==> config.mk <==
export PLATFORM = sky130hd
export DESIGN_NAME = vxf_engine
export DESIGN_NICKNAME = d
export VERILOG_FILES = /design/src/rtl/vxf_pkg.sv /design/src/rtl/vxf_ctrl.sv /design/src/rtl/vxf_datapath.sv /design/src/rtl/vxf_engine.sv
export SDC_FILE = /design/constraint.sdc
export NUM_CORES = 2
export LEC_CHECK = 0
export CORE_UTILIZATION = 60
export DETAILED_ROUTE_END_ITERATION = 8
export GPL_TIMING_DRIVEN = 0
export MAX_ROUTING_LAYER = met4
export PLACE_DENSITY_LB_ADDON = 0.05
export REMOVE_ABC_BUFFERS = 1
export SLEW_MARGIN = 20
export SYNTH_ARGS = -nofsm -noshare
export SYNTH_HDL_FRONTEND = slang
export SYNTH_SLANG_ARGS = --single-unit
==> constraint.sdc <==
create_clock -name clk -period 27.8 [get_ports clk]
set_input_delay 2.78 -clock clk [delete_from_list [all_inputs] [get_ports clk]]
set_output_delay 2.78 -clock clk [all_outputs]
set_load 0.01 [all_outputs]
==> src/rtl/vxf_pkg.sv <==
package vxf_pkg;
  localparam int NCOEF = 64;
  localparam int NTERM = 4;

  typedef struct packed {
    logic       doLoad;
    logic [1:0] loadDst;
    logic       doMac;
    logic       macClr;
    logic [1:0] macSel;
    logic [5:0] coefIdx;
    logic       doStore;
  } vxfStrobe_t;
endpackage

==> src/rtl/vxf_ctrl.sv <==
module vxf_ctrl
  import vxf_pkg::*;
#(
  parameter int AW       = 8,
  parameter int NV       = 8,
  parameter int NSTREAM  = 5,
  parameter int SLOTS    = 128,
  parameter int IN_BASE  = 0,
  parameter int ONE_ADDR = 255
) (
  input  logic             clk,
  input  logic             rst_n,
  input  logic             tick,
  output logic             busy,
  output logic [AW-1:0]    memAddr,
  output logic             memRe,
  output logic             memWe,
  output vxfStrobe_t       strobe
);
  localparam int OUT_BASE  = IN_BASE + NSTREAM * 3 * NV;
  localparam int PER_STRM  = 3 + 3 * (NTERM + 1);
  localparam int USED      = 1 + NSTREAM * PER_STRM;
  localparam int SW        = $clog2(SLOTS);
  localparam int IW        = (NV > 1) ? $clog2(NV) : 1;

  logic          busyQ;
  logic [SW-1:0] slotQ;
  logic [IW-1:0] idxQ;

  always_ff @(posedge clk) begin
    if (!rst_n) begin
      busyQ <= 1'b0;
      slotQ <= '0;
      idxQ  <= '0;
    end else if (!busyQ) begin
      if (tick) begin
        busyQ <= 1'b1;
        slotQ <= '0;
      end
    end else begin
      slotQ <= slotQ + 1'b1;
      if (slotQ == SW'(SLOTS - 1)) begin
        busyQ <= 1'b0;
        idxQ  <= (idxQ == IW'(NV - 1)) ? '0 : idxQ + 1'b1;
      end
    end
  end

  int rel, strm, off, grp, comp, term, addr;

  always_comb begin
    strobe = '0;
    rel = 0; strm = 0; off = 0; grp = 0; comp = 0; term = 0;
    addr = 0;
    if (busyQ) begin
      if (slotQ == '0) begin
        strobe.doLoad  = 1'b1;
        strobe.loadDst = 2'd3;
        addr = ONE_ADDR;
      end else if (int'(slotQ) < USED) begin
        rel  = int'(slotQ) - 1;
        strm = rel / PER_STRM;
        off  = rel % PER_STRM;
        if (off < 3) begin
          strobe.doLoad  = 1'b1;
          strobe.loadDst = 2'(off);
          addr = IN_BASE + (strm * 3 + off) * NV + int'(idxQ);
        end else begin
          grp  = off - 3;
          comp = grp / (NTERM + 1);
          term = grp % (NTERM + 1);
          if (term < NTERM) begin
            strobe.doMac   = 1'b1;
            strobe.macClr  = (term == 0);
            strobe.macSel  = 2'(term);
            strobe.coefIdx = 6'(strm * 12 + comp * NTERM + term);
          end else begin
            strobe.doStore = 1'b1;
            addr = OUT_BASE + (strm * 3 + comp) * NV + int'(idxQ);
          end
        end
      end
    end
  end

  assign memAddr = AW'(addr);
  assign memRe   = strobe.doLoad;
  assign memWe   = strobe.doStore;
  assign busy    = busyQ;

  p_slot_step_r2: assert property (@(posedge clk) disable iff (!rst_n)
    (busyQ && slotQ != SW'(SLOTS - 1)) |=> (busyQ && slotQ == $past(slotQ) + 1'b1));
  p_store_in_pass_r4: assert property (@(posedge clk) disable iff (!rst_n)
    memWe |-> (busyQ && !memRe));
  p_idx_range_r8: assert property (@(posedge clk) disable iff (!rst_n)
    idxQ <= IW'(NV - 1));
  p_out_region_r7: assert property (@(posedge clk) disable iff (!rst_n)
    memWe |-> (memAddr >= AW'(OUT_BASE)));
endmodule

==> src/rtl/vxf_datapath.sv <==
module vxf_datapath
  import vxf_pkg::*;
#(
  parameter int DW   = 16,
  parameter int FRAC = 12
) (
  input  logic          clk,
  input  logic          rst_n,
  input  vxfStrobe_t    strobe,
  input  logic          coefWe,
  input  logic [5:0]    coefAddr,
  input  logic [DW-1:0] coefData,
  input  logic [DW-1:0] memRdata,
  output logic [DW-1:0] memWdata
);
  localparam int ACCW = 2 * DW + 4;
  localparam logic signed [ACCW-1:0] MAXV = ACCW'((64'sd1 <<< (DW - 1)) - 1);
  localparam logic signed [ACCW-1:0] MINV = -MAXV - 1;

  logic signed [DW-1:0]   coefQ [NCOEF];
  logic signed [DW-1:0]   xQ [NTERM];
  logic                   loadPendQ;
  logic [1:0]             loadDstQ;
  logic signed [ACCW-1:0] accQ;
  logic signed [2*DW-1:0] prod;
  logic signed [ACCW-1:0] prodExt;
  logic signed [ACCW-1:0] shifted;

  always_ff @(posedge clk) begin
    if (!rst_n) begin
      for (int i = 0; i < NCOEF; i++) coefQ[i] <= '0;
    end else if (coefWe) begin
      coefQ[coefAddr] <= coefData;
    end
  end

  always_ff @(posedge clk) begin
    if (!rst_n) begin
      loadPendQ <= 1'b0;
      loadDstQ  <= '0;
      for (int i = 0; i < NTERM; i++) xQ[i] <= '0;
    end else begin
      loadPendQ <= strobe.doLoad;
      loadDstQ  <= strobe.loadDst;
      if (loadPendQ) xQ[loadDstQ] <= memRdata;
    end
  end

  assign prod    = xQ[strobe.macSel] * coefQ[strobe.coefIdx];
  assign prodExt = prod;

  always_ff @(posedge clk) begin
    if (!rst_n)            accQ <= '0;
    else if (strobe.doMac) accQ <= (strobe.macClr ? '0 : accQ) + prodExt;
  end

  assign shifted = accQ >>> FRAC;

  always_comb begin
    if (shifted > MAXV)      memWdata = MAXV[DW-1:0];
    else if (shifted < MINV) memWdata = MINV[DW-1:0];
    else                     memWdata = shifted[DW-1:0];
  end

  p_acc_clear_r5: assert property (@(posedge clk) disable iff (!rst_n)
    ($past(strobe.doMac) && $past(strobe.macClr)) |-> (accQ == $past(prodExt)));
  p_sat_sign_r6: assert property (@(posedge clk) disable iff (!rst_n)
    strobe.doStore |-> (memWdata[DW-1] == accQ[ACCW-1]));
endmodule

==> src/rtl/vxf_engine.sv <==
module vxf_engine
  import vxf_pkg::*;
#(
  parameter int AW       = 8,
  parameter int DW       = 16,
  parameter int FRAC     = 12,
  parameter int NV       = 8,
  parameter int IN_BASE  = 0,
  parameter int ONE_ADDR = 255
) (
  input  logic          clk,
  input  logic          rst_n,
  input  logic          tick,
  output logic          busy,
  input  logic          coefWe,
  input  logic [5:0]    coefAddr,
  input  logic [DW-1:0] coefData,
  output logic [AW-1:0] memAddr,
  output logic          memRe,
  output logic          memWe,
  output logic [DW-1:0] memWdata,
  input  logic [DW-1:0] memRdata
);
  vxfStrobe_t strobe;

  vxf_ctrl #(.AW(AW), .NV(NV), .NSTREAM(5), .SLOTS(128),
             .IN_BASE(IN_BASE), .ONE_ADDR(ONE_ADDR)) ctrl_i (
    .clk(clk), .rst_n(rst_n), .tick(tick), .busy(busy),
    .memAddr(memAddr), .memRe(memRe), .memWe(memWe), .strobe(strobe)
  );

  vxf_datapath #(.DW(DW), .FRAC(FRAC)) dp_i (
    .clk(clk), .rst_n(rst_n), .strobe(strobe),
    .coefWe(coefWe), .coefAddr(coefAddr), .coefData(coefData),
    .memRdata(memRdata), .memWdata(memWdata)
  );
endmodule

* After elaboration in Yosys (flattened, before gate mapping)
Memory sizes are Yosys's and may differ from the RTL's.
Index checks and enable logic that the tools add are counted.
** Storage, ports and cells
- Register bits after elaboration :: 50
- Memory bits (writable) :: 1088
- Logic and storage cells :: 76
- Memories :: 2
** Memories
- dp_i.coefQ :: depth 64, bits a word 16, read ports 1, clocked after memory_dff 0, wr ports 64, RTL line vxf_datapath.sv:20 : logic signed [DW-1:0] coefQ [NCOEF];
- dp_i.xQ :: depth 4, bits a word 16, read ports 1, clocked after memory_dff 0, wr ports 4, RTL line vxf_datapath.sv:21 : logic signed [DW-1:0] xQ [NTERM];
** Cells by class
- Add/subtract/negate cells :: 12
- Multipliers :: 3
- Div/mod/pow operators :: 4
- Order comparisons :: 5
- Equality and inequality tests :: 2
- Muxes and demuxes :: 35
- Reductions and logical operators :: 7
** Operator list (count)
- two-way mux 16 bit :: 4
- two-way mux 8 bit :: 5
- adder 36 bit :: 1
- two-way mux 36 bit :: 1
- divider 32 x 4 -> 32 bit, second input constant :: 1
- divider 32 x 6 -> 32 bit, second input constant :: 1
- logical NOT 32 bit :: 1
- less-than comparator 32 x 3 -> 1 bit, second input constant :: 1
- less-than comparator 32 x 4 -> 1 bit, second input constant :: 1
- modulo 32 x 4 -> 32 bit, second input constant :: 1
- modulo 32 x 6 -> 32 bit, second input constant :: 1
- multiplier 16 x 16 -> 32 bit :: 1
- multiplier 32 x 3 -> 4 bit, second input constant :: 1
- multiplier 32 x 3 -> 5 bit, second input constant :: 1
- OR reduction 16 bit :: 2
- subtractor 32 x 3 -> 32 bit, second input constant :: 1
- two-way mux 14 bit :: 2
- greater-than comparator 24 x 16 -> 1 bit, second input constant :: 1
- less-than comparator 24 x 16 -> 1 bit, second input constant :: 1
- two-way mux 11 bit :: 2
- adder 8 x 4 -> 8 bit :: 2
- two-way mux 7 bit :: 2
- two-way mux 1 bit :: 13
- adder 6 bit :: 2
- other kinds (15) :: 19

* Depth between registers and ports, before layout
An unclocked memory read counts as a cell.
- Depth in word-level cells :: 14
- Gate-level depth with buffers :: 110
- Gate-level depth less buffers :: 98

* Hierarchy
Synthesis repeated with hierarchy kept, for this count alone.
** Unflattened totals
- Cell total of the unflattened synthesis :: 5255
- Area, all modules :: 67444.7 µm²
** By module, submodules not included
- vxf_datapath :: instances 1, cells an instance 4608, area an instance 62832.8 µm², sequential area each 33452.1 µm²
- vxf_ctrl :: instances 1, cells an instance 647, area an instance 4611.9 µm², sequential area each 220.2 µm²

* Least setup slack after synthesis
No wires, ideal clock.
- Path type :: flip-flop to flip-flop
- Start point :: register ctrl_i.slotQ[0]
- End point :: register dp_i.accQ[34]
- Library setup time :: 0.122 ns
- Data arrival time :: 21.170 ns
- Required time :: 27.678 ns
- Setup slack :: 6.508 ns
- Cell stages (with the launch flop) :: 100
- Path buffers :: 16
- Clock period less this slack :: 21.292 ns
- Cells stage by stage :: dfxtp_1 clkbuf_1 inv_1 ha_1 buf_2 o21bai_1 a211oi_1 nor2_1 a2111o_1 a311o_1 o21ai_2 or2_4 inv_4 xnor2_1 ha_1 o221a_2 ha_1 clkbuf_1 (+64 left out) a21boi_0 o21ai_0 nand2b_1 a21o_1 a21o_1 a21o_1 a21o_1 a21o_1 a41o_1 o41a_1 xnor2_1 ha_1 nor2_1 nor2_1 a31o_2 a21oi_1 xor2_1 o21ai_0
** Between the ends
- Word-level cells in the longest chain between the ends :: 14
** RTL lines
- start: declaration :: RTL line vxf_ctrl.sv:27 : logic [SW-1:0] slotQ;
- start signal: assignment :: RTL line vxf_ctrl.sv:41 : slotQ <= slotQ + 1'b1;
- subtractor 7 x 1 -> 8 bit :: RTL line vxf_ctrl.sv:61 : rel = int'(slotQ) - 1;
- modulo 32 x 6 -> 32 bit :: RTL line vxf_ctrl.sv:63 : off = rel % PER_STRM;
- subtractor 32 x 3 -> 32 bit :: RTL line vxf_ctrl.sv:69 : grp = off - 3;
- divider 32 x 4 -> 32 bit :: RTL line vxf_ctrl.sv:70 : comp = grp / (NTERM + 1);
- adder 6 bit (2 in a row) :: RTL line vxf_ctrl.sv:76 : strobe.coefIdx = 6'(strm * 12 + comp * NTERM + term);
- two-way mux 10 bit :: RTL line vxf_ctrl.sv:72 : if (term < NTERM) begin
- two-way mux 11 bit :: RTL line vxf_ctrl.sv:64 : if (off < 3) begin
- two-way mux 14 bit :: RTL line vxf_ctrl.sv:60 : end else if (int'(slotQ) < USED) begin
- two-way mux 11 bit * :: RTL line vxf_ctrl.sv:56 : if (slotQ == '0) begin
- two-way mux 14 bit * :: RTL line vxf_ctrl.sv:55 : if (busyQ) begin
- memory (64 x 16 bit)
- multiplier 16 x 16 -> 32 bit :: RTL line vxf_datapath.sv:49 : assign prod = xQ[strobe.macSel] * coefQ[strobe.coefIdx];
- adder 36 bit :: RTL line vxf_datapath.sv:54 : else if (strobe.doMac) accQ <= (strobe.macClr ? '0 : accQ) + prodExt;
- end signal: assignment :: RTL line vxf_datapath.sv:54
- end: declaration :: RTL line vxf_datapath.sv:24 : logic signed [ACCW-1:0] accQ;
Every way passes the cells marked *; elsewhere a longest branch is shown, timed or not.
A chain may end at the register's enable or synchronous reset.

* Final worst setup path
Ends and elaborated chain as after synthesis.

==> flow_metrics.py <==
metrics = {
    "status": {
        "status": "finished clean",
    },
    "timing": {
        "slew_headroom": 0.1746,
        "min_period_ns": 26.37,
        "tightestPinTransition_ns": 1.234,
        "setup_slack_ns": 1.431,
        "max_freq_mhz": 37.92,
        "hold_slack_ns": 0.4638,
        "fin_skew_ns": 0.08203,
        "final-setup-viol-count": 0,
        "fin_crit_sh": 0.9485,
        "rsz0062_at_grt": "false",
        "slew_viol_final": 0,
        "hold_viol": 0,
    },
    "synth": {
        "netlist_area_mm2": 0.06789,
        "yosys.area_share.simple": 0.1967,
        "synth.area.top_cells": "edfxtp_1 48%, and2_1 10%, fa_1 8.0%",
        "yosys.area.top_type_share": 0.4813,
        "synthAdderAreaFrac": 0.1076,
        "synth-edff-count": 1088,
        "synth-compound-area-share": 0.1135,
        "yosys_warnings": 0,
        "ys_seq_area_frac": 0.4960,
        "synth_mux_area_frac": 0.02225,
        "synth_top_cell_by_area": "edfxtp_1",
        "ys_ff_latch": 1138,
        "synth_top_family_by_area": "simple AND/OR/NAND/NOR gates",
        "avgSynthCellArea_um2": 10.89,
        "netlist_instances": 6231,
        "synth-main-ff-cell": "edfxtp_1",
        "ys_types": 116,
        "synth_xor_area_frac": 0.01312,
        "async_reset_ff_frac": 0,
    },
    "worst_setup_path": {
        "timing.rr.start": "ctrl_i.slotQ[0]",
        "r2r_cells": 88,
        "arrival_ns": 26.94,
        "crit_type": "reg2reg",
        "cp.required_ns": 28.37,
        "reg2reg_to": "dp_i.accQ[34]",
        "cp_num_buf_inv": 11,
        "endpoint_kind": "flip-flop",
        "crit_fanout": 51,
        "path_delay_family": "compound AO/OA/AOI/OAI gates",
        "slowest_stage": "fa_2",
        "reg2reg_slack_ns": 1.43,
        "start_kind": "flip-flop",
        "slowest_delay_ns": 1.15,
    },
    "placement": {
        "place_area_mm2": 0.07166,
        "hpwl_mm": 139.9,
        "gp_congestion": 0.9046,
        "port_buffers": 68,
        "place_ws_ns": 0.9512,
    },
    "floorplanning": {
        "die_w_um": 338.4,
        "start_util": 0.6043,
        "coreArea_mm2": 0.1123,
        "die_area_mm2": 0.1145,
        "ios": 69,
        "rows": 123,
        "die_height_um": 338.4,
    },
    "global_routing": {
        "grt_max_degree": 75,
        "antenna_found_initial": 8,
        "grtUsageTotal": 0.3670,
        "grt_pass1_vias": 48170,
        "grt_overflow_total": 0,
        "grt_pass1_wl_mm": 305.1,
    },
    "detailed_routing": {
        "drcViolationCount": 0,
        "routed_wl_mm": 203.7,
        "via_count": 49060,
        "vias_per_cell": 6.347,
        "wl_per_cell_um": 26.36,
        "first_pass_iters": 6,
        "drt_iter0_markers": 5572,
        "ant_nets": 0,
    },
    "clock_network": {
        "clockBufferDepth": 3,
        "cts_tree": "yes",
        "clk_latency_ns": 0.75,
        "h-tree-depth": 3,
        "ctsRootBufferMaster": "clkbuf_16",
        "cts.sinks": 1138,
        "clk_pin_slew_worst_paths_ns": 0.06,
        "numCtsBuffers": 116,
    },
    "final_layout": {
        "drive_gt1_frac": 0.1005,
        "nFillCells": 8567,
        "seq_area_mm2": 0.03367,
        "area_growth_pct": 10.87,
        "final_area_mm2": 0.07527,
        "layout.nets": 6592,
        "multi_input_comb_area_mm2": 0.03149,
        "utilization": 0.6700,
    },
    "flow_run": {
        "drv_cap": 0,
    },
    "min_path": {
        "hold_end": "dp_i.accQ[2]",
        "hold_class": "reg2reg",
        "min_path_cells": 2,
        "hold_start": "dp_i.accQ[2]",
    },
}
registers in the layout, indices dropped and copies added, names as in the netlist:
name and count:
dp_i.loadDstQ 2, ctrl_i.busy 1, dp_i.xQ 64, ctrl_i.slotQ 7
dp_i.loadPendQ 1, dp_i.accQ 36, ctrl_i.idxQ 3, dp_i.coefQ 1024
worst register-to-register path, delay by kind of cell, from the launching register on:
family,cells,cell delay [ns]
compound gates,38,9.72
fa+ha+maj,16,7.40
simple gates,16,4.33
buf+inv,11,2.26
xor+xnor,7,1.83
flops,1,0.77
routing by layer:
| metal | up-vias | routed length, um | track usage |
|---|---|---|---|
| met5 | - | 0 | - |
| met4 | 0 | 10710 | 0.1652 |
| met3 | 528 | 19320 | 0.05655 |
| met2 | 2589 | 94670 | 0.5706 |
| met1 | 24340 | 79020 | 0.4784 |
| li1 | 21600 | - | - |
cells by family (layout without fill, tap and decap cells):
kind of cell    count (synthesis)  count (layout)
simple gates                 2481            2481
flops                        1138            1138
compound gates               1096            1096
buf+inv                       864             855
fa+ha+maj                     421             421
mux                           131             131
xor+xnor                      100             100
other cells                     0               7
synthesized netlist by cell type, drive strengths merged (22+ instances only):
| cell | instances |
|---|---|
| and2 | 1140 |
| edfxtp | 1088 |
| nand2 | 463 |
| inv | 410 |
| nor2 | 408 |
| clkbuf | 339 |
| fa | 271 |
| o21ai | 265 |
| a21oi | 162 |
| ha | 150 |
| buf | 113 |
| nand3 | 99 |
| a221oi | 84 |
| xnor2 | 78 |
| nor3 | 73 |
| a31oi | 71 |
| nand2b | 65 |
| mux2 | 63 |
| mux2i | 59 |
| or2 | 56 |
| o22ai | 53 |
| o221ai | 51 |
| dfxtp | 50 |
| and3 | 49 |
| o211ai | 44 |
| a21boi | 37 |
| a211oi | 33 |
| a21o | 30 |
| nor2b | 29 |
| o21a | 29 |
| a22oi | 23 |
| a311oi | 22 |
| xor2 | 22 |
worst max path at each step:
stage,start,end,cells after the start,slack (ns)
after detailed placement,ctrl_i.slotQ[0],dp_i.accQ[34],88,0.95
final,ctrl_i.slotQ[0],dp_i.accQ[34],88,1.43
after CTS,ctrl_i.slotQ[0],dp_i.accQ[34],88,0.84
after floorplan,ctrl_i.slotQ[0],dp_i.accQ[35],83,-19.55
after global placement,ctrl_i.slotQ[0],dp_i.accQ[35],83,-67.21
after global routing,ctrl_i.slotQ[0],dp_i.accQ[34],88,0.22
timing repair:
item	CTS	global route
gates resized for setup	0	2
hold buffers	0	0
buffers inserted	0	0
setup endpoints to repair	0	6
cell usage in the layout, fill, tap and decap left out, types with 42 or more instances in the layout:
cell type        Yosys  routed
and2_1            1137    1138
edfxtp_1          1088    1088
nand2_1            461     449
inv_1              406     404
nor2_1             400     376
fa_1               271     269
o21ai_0            246     181
a21oi_1            159     150
ha_1               150     149
clkbuf_16            0     117
nand3_1             96      92
a221oi_1            84      84
buf_6                9      79
xnor2_1             77      76
o21ai_2              2      69
a31oi_1             69      69
nor3_1              67      65
nand2b_1            65      65
mux2i_1             59      59
mux2_2              58      58
o22ai_1             53      53
clkdlybuf4s50_1      0      51
o221ai_1            50      50
and3_1              49      49
dfxtp_1             50      49
o211ai_1            42      42
area by class of cell:
cell class	count	share of cell area
Clock buffer	155	0.04079
Tap cell	1500	0.02494
Sequential cell	1138	0.4474
Multi-Input combinational cell	4229	0.4184
Timing Repair Buffer	232	0.04128
Inverter	412	0.02075
Clock inverter	56	0.006217
Antenna cell	7	0.0002327
metrics by stage:
step / instances / TNS, ns
6_report: 7729 / 0
2_1_floorplan: 5779 / -656.25
3_3_place_gp: 7347 / -2665.37
3_5_place_dp: 7511 / 0
4_1_cts: 7722 / 0
5_1_grt: 7727 / 0
Power is left out: the tool's default activity adds up to more than one toggle a clock period on the data nets, which glitch-free logic cannot reach.
